[src/rtl/rrb_pkg.sv]
package rrb_pkg;

    typedef enum logic [1:0] {
        ST_RUN    = 2'd0,
        ST_DOWN   = 2'd1,
        ST_FROZEN = 2'd2
    } dom_state_e;

    typedef enum logic [1:0] {
        OP_KEEP     = 2'd0,
        OP_LOAD     = 2'd1,
        OP_RESTORE  = 2'd2,
        OP_SCRAMBLE = 2'd3
    } cell_op_e;

endpackage

[src/rtl/rrb_ctrl.sv]
module rrb_ctrl
    import rrb_pkg::*;
#(
    parameter bit LIVE_SLAVE = 1'b0
) (
    input  logic     clk,
    input  logic     rst_n,
    input  logic     pgood,
    input  logic     wr_en,
    input  logic     save,
    input  logic     restore,
    input  logic     retain,
    output cell_op_e op,
    output logic     shadow_we,
    output logic     proto_err
);

    localparam bit HAS_SHADOW = !LIVE_SLAVE;

    dom_state_e st_q;
    dom_state_e st_d;
    logic       frz_req;
    logic       err_d;

    assign frz_req = LIVE_SLAVE && retain;

    // next state: freeze/thaw dominate, then power transitions
    always_comb begin
        st_d = st_q;
        unique case (st_q)
            ST_RUN: begin
                if (frz_req)     st_d = ST_FROZEN;   // freeze
                else if (!pgood) st_d = ST_DOWN;     // power_loss
            end
            ST_DOWN: begin
                if (frz_req)     st_d = ST_FROZEN;   // freeze
                else if (pgood)  st_d = ST_RUN;      // power_return
            end
            ST_FROZEN: begin
                if (!frz_req)    st_d = pgood ? ST_RUN : ST_DOWN; // thaw / release_dark
            end
            default:             st_d = ST_RUN;
        endcase
    end

    always_ff @(posedge clk or negedge rst_n) begin
        if (!rst_n) st_q <= ST_RUN;
        else        st_q <= st_d;
    end

    // per-edge operation decoded from where the domain is heading
    always_comb begin
        op        = OP_KEEP;
        shadow_we = 1'b0;
        err_d     = 1'b0;
        unique case (st_d)
            ST_DOWN: begin
                if (st_q != ST_DOWN) op = OP_SCRAMBLE;
            end
            ST_FROZEN: begin
                op = OP_KEEP;
            end
            ST_RUN: begin
                if (HAS_SHADOW && save && restore) begin
                    err_d = 1'b1;
                end else begin
                    shadow_we = HAS_SHADOW && save;
                    if (HAS_SHADOW && restore) op = OP_RESTORE;
                    else if (wr_en)            op = OP_LOAD;
                end
            end
            default: op = OP_KEEP;
        endcase
    end

    always_ff @(posedge clk or negedge rst_n) begin
        if (!rst_n) proto_err <= 1'b0;
        else        proto_err <= err_d;
    end

    // an error flag is always caused by a simultaneous save/restore while powered
    p_err_cause_r7: assert property (@(posedge clk) disable iff (!rst_n)
        proto_err |-> $past(save && restore && pgood));

    // once dark and not frozen, nothing moves
    p_dark_quiet_r5: assert property (@(posedge clk) disable iff (!rst_n)
        (st_q == ST_DOWN && !pgood && !frz_req) |-> (op == OP_KEEP && !shadow_we));

    // shadow never written while power is off
    p_no_save_dark_r6: assert property (@(posedge clk) disable iff (!rst_n)
        !pgood |-> !shadow_we);

    generate
        if (LIVE_SLAVE) begin : g_live_chk
            // live-slave style never reports a protocol error
            p_live_no_err_r10: assert property (@(posedge clk) disable iff (!rst_n)
                !proto_err);
        end
    endgenerate

endmodule

[src/rtl/rrb_cell.sv]
module rrb_cell
    import rrb_pkg::*;
#(
    parameter bit HAS_SHADOW = 1'b1
) (
    input  logic     clk,
    input  logic     rst_n,
    input  cell_op_e op,
    input  logic     shadow_we,
    input  logic     d,
    input  logic     scr,
    output logic     q,
    output logic     sh
);

    // working flip-flop on the switchable supply, input mux selects source
    always_ff @(posedge clk or negedge rst_n) begin
        if (!rst_n) begin
            q <= 1'b0;
        end else begin
            unique case (op)
                OP_KEEP:     q <= q;
                OP_LOAD:     q <= d;
                OP_RESTORE:  q <= sh;
                OP_SCRAMBLE: q <= scr;
                default:     q <= q;
            endcase
        end
    end

    generate
        if (HAS_SHADOW) begin : g_shadow
            logic sh_r;
            // always-on shadow: no reset, written only on save
            always_ff @(posedge clk) begin
                if (shadow_we) sh_r <= q;
            end
            assign sh = sh_r;
        end else begin : g_no_shadow
            assign sh = 1'b0;
        end
    endgenerate

endmodule

[src/rtl/rrb_bank.sv]
module rrb_bank
    import rrb_pkg::*;
#(
    parameter int W          = 8,
    parameter bit LIVE_SLAVE = 1'b0
) (
    input  logic         clk,
    input  logic         rst_n,
    input  logic         pgood,
    input  logic         wr_en,
    input  logic [W-1:0] d_in,
    input  logic         save,
    input  logic         restore,
    input  logic         retain,
    output logic [W-1:0] q,
    output logic         proto_err
);

    function automatic logic [W-1:0] scr_pattern();
        logic [W-1:0] p;
        p = '0;
        for (int i = 0; i < W; i++) p[i] = ((i % 3) == 0);
        return p;
    endfunction

    localparam logic [W-1:0] SCR = scr_pattern();

    cell_op_e     op;
    logic         shadow_we;
    logic [W-1:0] shadow_v;

    rrb_ctrl #(.LIVE_SLAVE(LIVE_SLAVE)) u_ctrl (
        .clk       (clk),
        .rst_n     (rst_n),
        .pgood     (pgood),
        .wr_en     (wr_en),
        .save      (save),
        .restore   (restore),
        .retain    (retain),
        .op        (op),
        .shadow_we (shadow_we),
        .proto_err (proto_err)
    );

    generate
        for (genvar b = 0; b < W; b++) begin : g_bit
            rrb_cell #(.HAS_SHADOW(!LIVE_SLAVE)) u_cell (
                .clk       (clk),
                .rst_n     (rst_n),
                .op        (op),
                .shadow_we (shadow_we),
                .d         (d_in[b]),
                .scr       (SCR[b]),
                .q         (q[b]),
                .sh        (shadow_v[b])
            );
        end
    endgenerate

    generate
        if (!LIVE_SLAVE) begin : g_balloon_chk
            // save captures the pre-edge working value
            p_save_copy_r3: assert property (@(posedge clk) disable iff (!rst_n)
                (pgood && save && !restore) |=> (shadow_v == $past(q)));
            // restore returns the shadow value
            p_restore_load_r4: assert property (@(posedge clk) disable iff (!rst_n)
                (pgood && restore && !save) |=> (q == $past(shadow_v)));
            // conflicting request changes no state
            p_conflict_hold_r7: assert property (@(posedge clk) disable iff (!rst_n)
                (pgood && save && restore) |=> ($stable(q) && $stable(shadow_v) && proto_err));
            // shadow holds while the domain is dark
            p_shadow_dark_r6: assert property (@(posedge clk) disable iff (!rst_n)
                !pgood |=> $stable(shadow_v));
        end else begin : g_live_chk
            // retain freezes the working register
            p_freeze_hold_r9: assert property (@(posedge clk) disable iff (!rst_n)
                retain |=> $stable(q));
        end
    endgenerate

endmodule

[config.mk]
export PLATFORM = sky130hd
export DESIGN_NAME = rrb_bank
export DESIGN_NICKNAME = d
export VERILOG_FILES = /design/src/rtl/rrb_pkg.sv /design/src/rtl/rrb_ctrl.sv /design/src/rtl/rrb_cell.sv /design/src/rtl/rrb_bank.sv
export SDC_FILE = /design/constraint.sdc
export NUM_CORES = 1
export LEC_CHECK = 0
export BUFFER_PORTS_ARGS = -buffer_cell sky130_fd_sc_hd__buf_2
export CAP_MARGIN = 10
export CELL_PAD_IN_SITES_DETAIL_PLACEMENT = 2
export CELL_PAD_IN_SITES_GLOBAL_PLACEMENT = 2
export CORE_MARGIN = 1
export CORE_UTILIZATION = 30
export CTS_CLUSTER_SIZE = 40
export DETAILED_ROUTE_END_ITERATION = 8
export HOLD_SLACK_MARGIN = 0.08
export PLACE_DENSITY = 0.82
export SLEW_MARGIN = 10
export SYNTH_ARGS = -nofsm -noshare
export SYNTH_HDL_FRONTEND = slang
export SYNTH_HIERARCHICAL = 1
export SYNTH_SLANG_ARGS = --single-unit
export TNS_END_PERCENT = 30
[constraint.sdc]
create_clock -name clk -period 2.5 [get_ports clk]
set_clock_uncertainty 0.1 [all_clocks]
set_input_delay 0 -clock clk [delete_from_list [all_inputs] [get_ports clk]]
set_output_delay 0 -clock clk [all_outputs]
set_load 0.02 [all_outputs]
# After elaboration in Yosys (flattened, before gate mapping)
# Cells that the tools add are included.
# word_totals
inputBits	15
rom_bits	0
latchBits	0
memories	0
word_cells	50
ramBits	0
output_inout_bits	9
regBits	19
# op_classes
addsub	0
bitwise	0
n_mux	21
shift	0
reduce_logical	4
eq_ne	7
magnitude_cmp	0
multipliers	0
div_mod_pow	0
# ops
operator	count
$pmux W1 S3	8
$mux W2	5
$eq A2 B1 Y1 const B	3
$eq A2 B2 Y1 const B	3
$logic_not A2 Y1	3
$mux W1	6
$pmux W2 S3	1
$pmux W2 S2	1
$ne A2 B1 Y1 const B	1
$logic_and A1 B1 Y1	1

# Longest topological paths before layout
# logic_depth
word_depth	6
ltp_mapped	3
depth_no_buf	3

# Hierarchy
# The synthesis kept the hierarchy.
# by_module_without_submodules
module	area_each_um2	seq_area_each_um2	n_inst	cells_per_inst
rrb_cell	77.6	55.1	8	3
rrb_ctrl	127.6	75.1	1	13
rrb_bank	7.5	0.0	1	2

# Worst setup path before layout
# Ideal clock, no wire load.
# synth_path
path_kind	register to register
startpoint	reg u_ctrl.st_q[1]
endpoint	reg g_bit[0].u_cell.q
arrival_ns	2.116
synth_period_minus_slack_ns	2.354
path_stages_with_launch	4
path_buffers	0
path_slack_ns	0.146
required_ns	2.262
setup_ns	0.138
cell_sequence	dfrtp_1 nor2_1 o32ai_1 mux4_2
# synth_via
elab_chain_len	6
word_cells_on_any_way	16
classes_between	eq/ne: 7; mux: 6; reduce/logical: 3
# synth_lines
item	line	text
from (decl)	rrb_ctrl.sv:20	dom_state_e st_q;
from (signal assigned)	rrb_ctrl.sv:48	else st_q <= st_d;
$eq A2 B2 Y1 (tied with other cells)	rrb_ctrl.sv:30	unique case (st_q)
$pmux W2 S3	rrb_ctrl.sv:30	
$eq A2 B1 Y1 / $logic_not A2 Y1 (equally long branches)	rrb_ctrl.sv:56	unique case (st_d)
$pmux W2 S2 (*)	rrb_ctrl.sv:56	
via op[0]	rrb_bank.sv:28	cell_op_e op;
$eq A2 B2 Y1 / $eq A2 B1 Y1 (equally long branches)	rrb_cell.sv:21	unique case (op)
$pmux W1 S3	rrb_cell.sv:21	
to (signal assigned)	rrb_cell.sv:22	OP_KEEP: q <= q;
to (signal assigned)	rrb_cell.sv:24	OP_RESTORE: q <= sh;
to (signal assigned)	rrb_cell.sv:25	OP_SCRAMBLE: q <= scr;
to (decl)	rrb_cell.sv:12	output logic q,
# Mark *: on every way through the listed nets, which the timed path passes. The rest lies on a longest branch.
# A chain may end at the register's enable or synchronous reset.

# Worst setup path in the final report
# layout_path
startpoint	in save
endpoint	reg u_ctrl.proto_err
# layout_via
elab_chain_len	3
# layout_lines
item	line	text
from (decl)	rrb_bank.sv:12	input logic save,
$logic_and A1 B1 Y1	rrb_ctrl.sv:64	if (HAS_SHADOW && save && restore) begin
$mux W1	rrb_ctrl.sv:64	
$mux W1	rrb_ctrl.sv:56	
via u_ctrl.err_d	rrb_ctrl.sv:23	logic err_d;
to (signal assigned)	rrb_ctrl.sv:78	else proto_err <= err_d;
to (decl)	rrb_ctrl.sv:15	output logic proto_err
# The timed path passes the listed nets, and every way through them passes these cells.

==> metrics.yaml <==
timing:
  setup_tns_ps: 0
  fin_crit_ps: 1771
  slew_headroom_pct: 64.96
  finalSetupViolCount: 0
  maxSlewViolCount: 0
  fin_crit_sh_pct: 70.86
  rsz0062_at_grt: "no"
  timing.fmax_mhz: 564.5
  finalHoldViolCount: 0
  max_slew.worst_pin.slew_ps: 523.9
detailed_routing:
  met2_length_mm: 1.042
  wl_per_cell_um: 17.36
  highest_layer: "met4"
  first_pass_iters: 4
  viasPerCell: 4.603
  drc: 0
  vias: 534
  routed-wl-met3_um: 58
  ant_nets: 0
  drt_iter0_drc: 4
  wirelength_mm: 2.014
  drt-met1-wl_um: 880
worst_setup_path:
  criticalPathCategory: "primary input to flip-flop"
  r2r-start: "u_ctrl/st_q[1]$_DFF_PN0_"
  crit_fanout: 3
  crit_path_top_delay_cell: "dlygate4sd3_1"
  rr_worst_depth: 4
  cp_common_cell: "dlygate4sd3_1"
  worst_path_dominant_cell_family: "buffers and inverters"
  critPathArrivalTime_ps: 1870
  crit_chain: "dlygate4sd3_1, buf_2, nand2_1, dlygate4sd3_1, nor2_1, dlygate4sd3_1"
  critPathLaunch: "save"
  path_buf_inv: 4
  required_ps: 2600
  cp-start-kind: "primary input"
  cp.depth: 6
  cp_slowest_stage_delay_ps: 570
  cp-end-kind: "flip-flop"
clock_network:
  cts_tree: "built"
  clock-sinks: 19
  cts_setup_buffers: 0
  cts_root_buf: "clkbuf_4"
  clk_latency_ps: 310
  cts.clk_slew.worst_paths_ps: 110
  cts_inserted_buffers: 3
  cts_buffer_depth: 2
  htree_levels: 1
yosys:
  synth_top_cell_by_area: "dfrtp_1"
  ys_seq_area_share_pct: 68.21
  syn_inst: 39
  synth_top_family_by_area: "multiplexers"
  synthMuxAreaShare_pct: 23.84
  synth_xor_xnor_area_share_pct: 0
  syn_avg_cell_area_um2: 19.38
  yosys_warnings: 6
  synthAdderAreaFrac_pct: 0
  yosys.area.top_type_share_pct: 36.42
  synth_compound_gate_area_share_pct: 2.980
  synth-simple-area-share_pct: 2.483
  synthesis.area_um2: 755.7
  synth.area.top_cells: "dfrtp_1 (36%), edfxtp_1 (32%), mux4_2 (24%)"
  synth_cell_types: 10
  ys_ff_latch: 19
power_and_ir_drop:
  peakVddDrop_uv: 275.0
  powerDensity_nw_per_um2: 632.7
  p_leak_nw: 0.4870
  internal_power_uw: 506.3
  pwr-share-clk_pct: 22.6
  p_sw_uw: 203.1
  pwr-share-seq_pct: 54.8
  switching_share_pct: 28.63
  p_comb_share_pct: 22.5
  p_total_uw: 709.3
floorplan:
  core_area_um2: 2297
  num_io_pins: 24
  die_y_um: 52.19
  dieArea_um2: 2724
  die_w_um: 52.19
  start_util_pct: 32.90
  rows: 17
global_routing:
  antenna_found_initial: 0
  track_usage_pct: 18.40
  grt_pass1_vias: 625
  grt_pass1_wl_mm: 3.222
  gr-total-overflow: 0
  grt_max_degree: 12
layout:
  fin_cells: 116
  fill_cells: 226
  register_area_um2: 515.5
  diodes: 0
  area_delta_synth_final_pct: 48.34
  multi_input_area_um2: 262.8
  mostFrequentLayoutCells: "buf_2 (22), dlygate4sd3_1 (14), dfrtp_1 (11)"
  layout_commonest_cell: "buf_2"
  drive_gt1_share_pct: 43.18
  final_area_um2: 1121
  fin_nets: 104
worst_hold_path:
  hold_class: "primary input to flip-flop"
  min_from: "restore"
  min_path_cells: 3
place:
  dp.cells: 98
  port_buffers: 22
  gp_congestion: 0.6323
  place_area_um2: 953.4
  place_hpwl_mm: 1.403
run_status:
  status: "finished, final reports clean"
run:
  cap_violations: 0
-- cell usage after synthesis --
cell type / n
dfrtp_1: 11
nor3b_1: 1
conb_1: 3
nor2_1: 2
nand2_1: 1
edfxtp_1: 8
mux4_2: 8
inv_1: 2
o32ai_1: 2
a21oi_1: 1
-- worst reg2reg max path: cells and delay by family, from the launching register on --
kind / cells / cell delay (ps)
AND/OR/NAND/NOR: 1 / 80
multiplexers: 1 / 530
buffers and inverters: 1 / 250
flip-flops: 1 / 380
AO/OA/AOI/OAI: 1 / 210
-- layer usage --
layer | track usage (%) | vias to the layer above
met5 | 0 | -
met4 | 10.53 | 0
met3 | 2.609 | 4
met2 | 31.62 | 16
met1 | 21.86 | 273
li1 | - | 241
-- power by group through the flow --
stage | Sequential (mW) | Combinational [mW] | Clock, mW
floorplan | 0.418 | 0.0553 | 0
global placement | 0.391 | 0.138 | 0
detailed placement | 0.395 | 0.143 | 0
CTS | 0.389 | 0.160 | 0.172
global route | 0.393 | 0.173 | 0.184
finish | 0.389 | 0.160 | 0.160
-- repair_timing --
item                      CTS  global route
hold buffers               14             0
gates resized for setup     0             0
hold endpoints to repair   21             0
-- area by class of cell --
type	instances	area share, %
Timing Repair Buffer	39	24.33
Clock inverter	1	0.4464
Tap cell	28	3.125
Inverter	2	0.6696
Clock buffer	3	2.009
Sequential cell	19	45.98
Multi-Input combinational cell	24	23.44
-- registers in the layout, summed over array words and instances (netlist names) --
register	flops
g_bit.u_cell/q	8
u_ctrl/st_q	2
u_ctrl/proto_err	1
g_bit.u_cell/sh	8
-- through the flow --
step           setup slack, ps  hold slack (ps)  util [%]
4_1_cts                  768.7            99.81     48.80
5_1_grt                  703.3            126.2     48.80
6_report                 728.5            125.6     48.80
3_5_place_dp             868.3           -211.0     41.50
3_3_place_gp             916.1           -208.6     41.50
2_1_floorplan            146.5           -395.6         -
-- cells by family after synthesis --
family,count (synthesis)
other cells,3
buf+inv,2
simple gates,4
flops,19
compound gates,3
mux,8
-- final timing paths --
path | to | slack, ps
hold reg to reg | g_bit[6].u_cell/sh$_DFFE_PP_ | 390
min in group asynchronous | g_bit[3].u_cell/q$_DFFE_PN0P_ | 610
max in group asynchronous | g_bit[4].u_cell/q$_DFFE_PN0P_ | 1340
hold / removal | g_bit[2].u_cell/sh$_DFFE_PP_ | 130
setup reg to reg | g_bit[6].u_cell/q$_DFFE_PN0P_ | 850
setup / recovery | u_ctrl/proto_err$_DFF_PN0_ | 730
(Power assumes the default switching activity.)
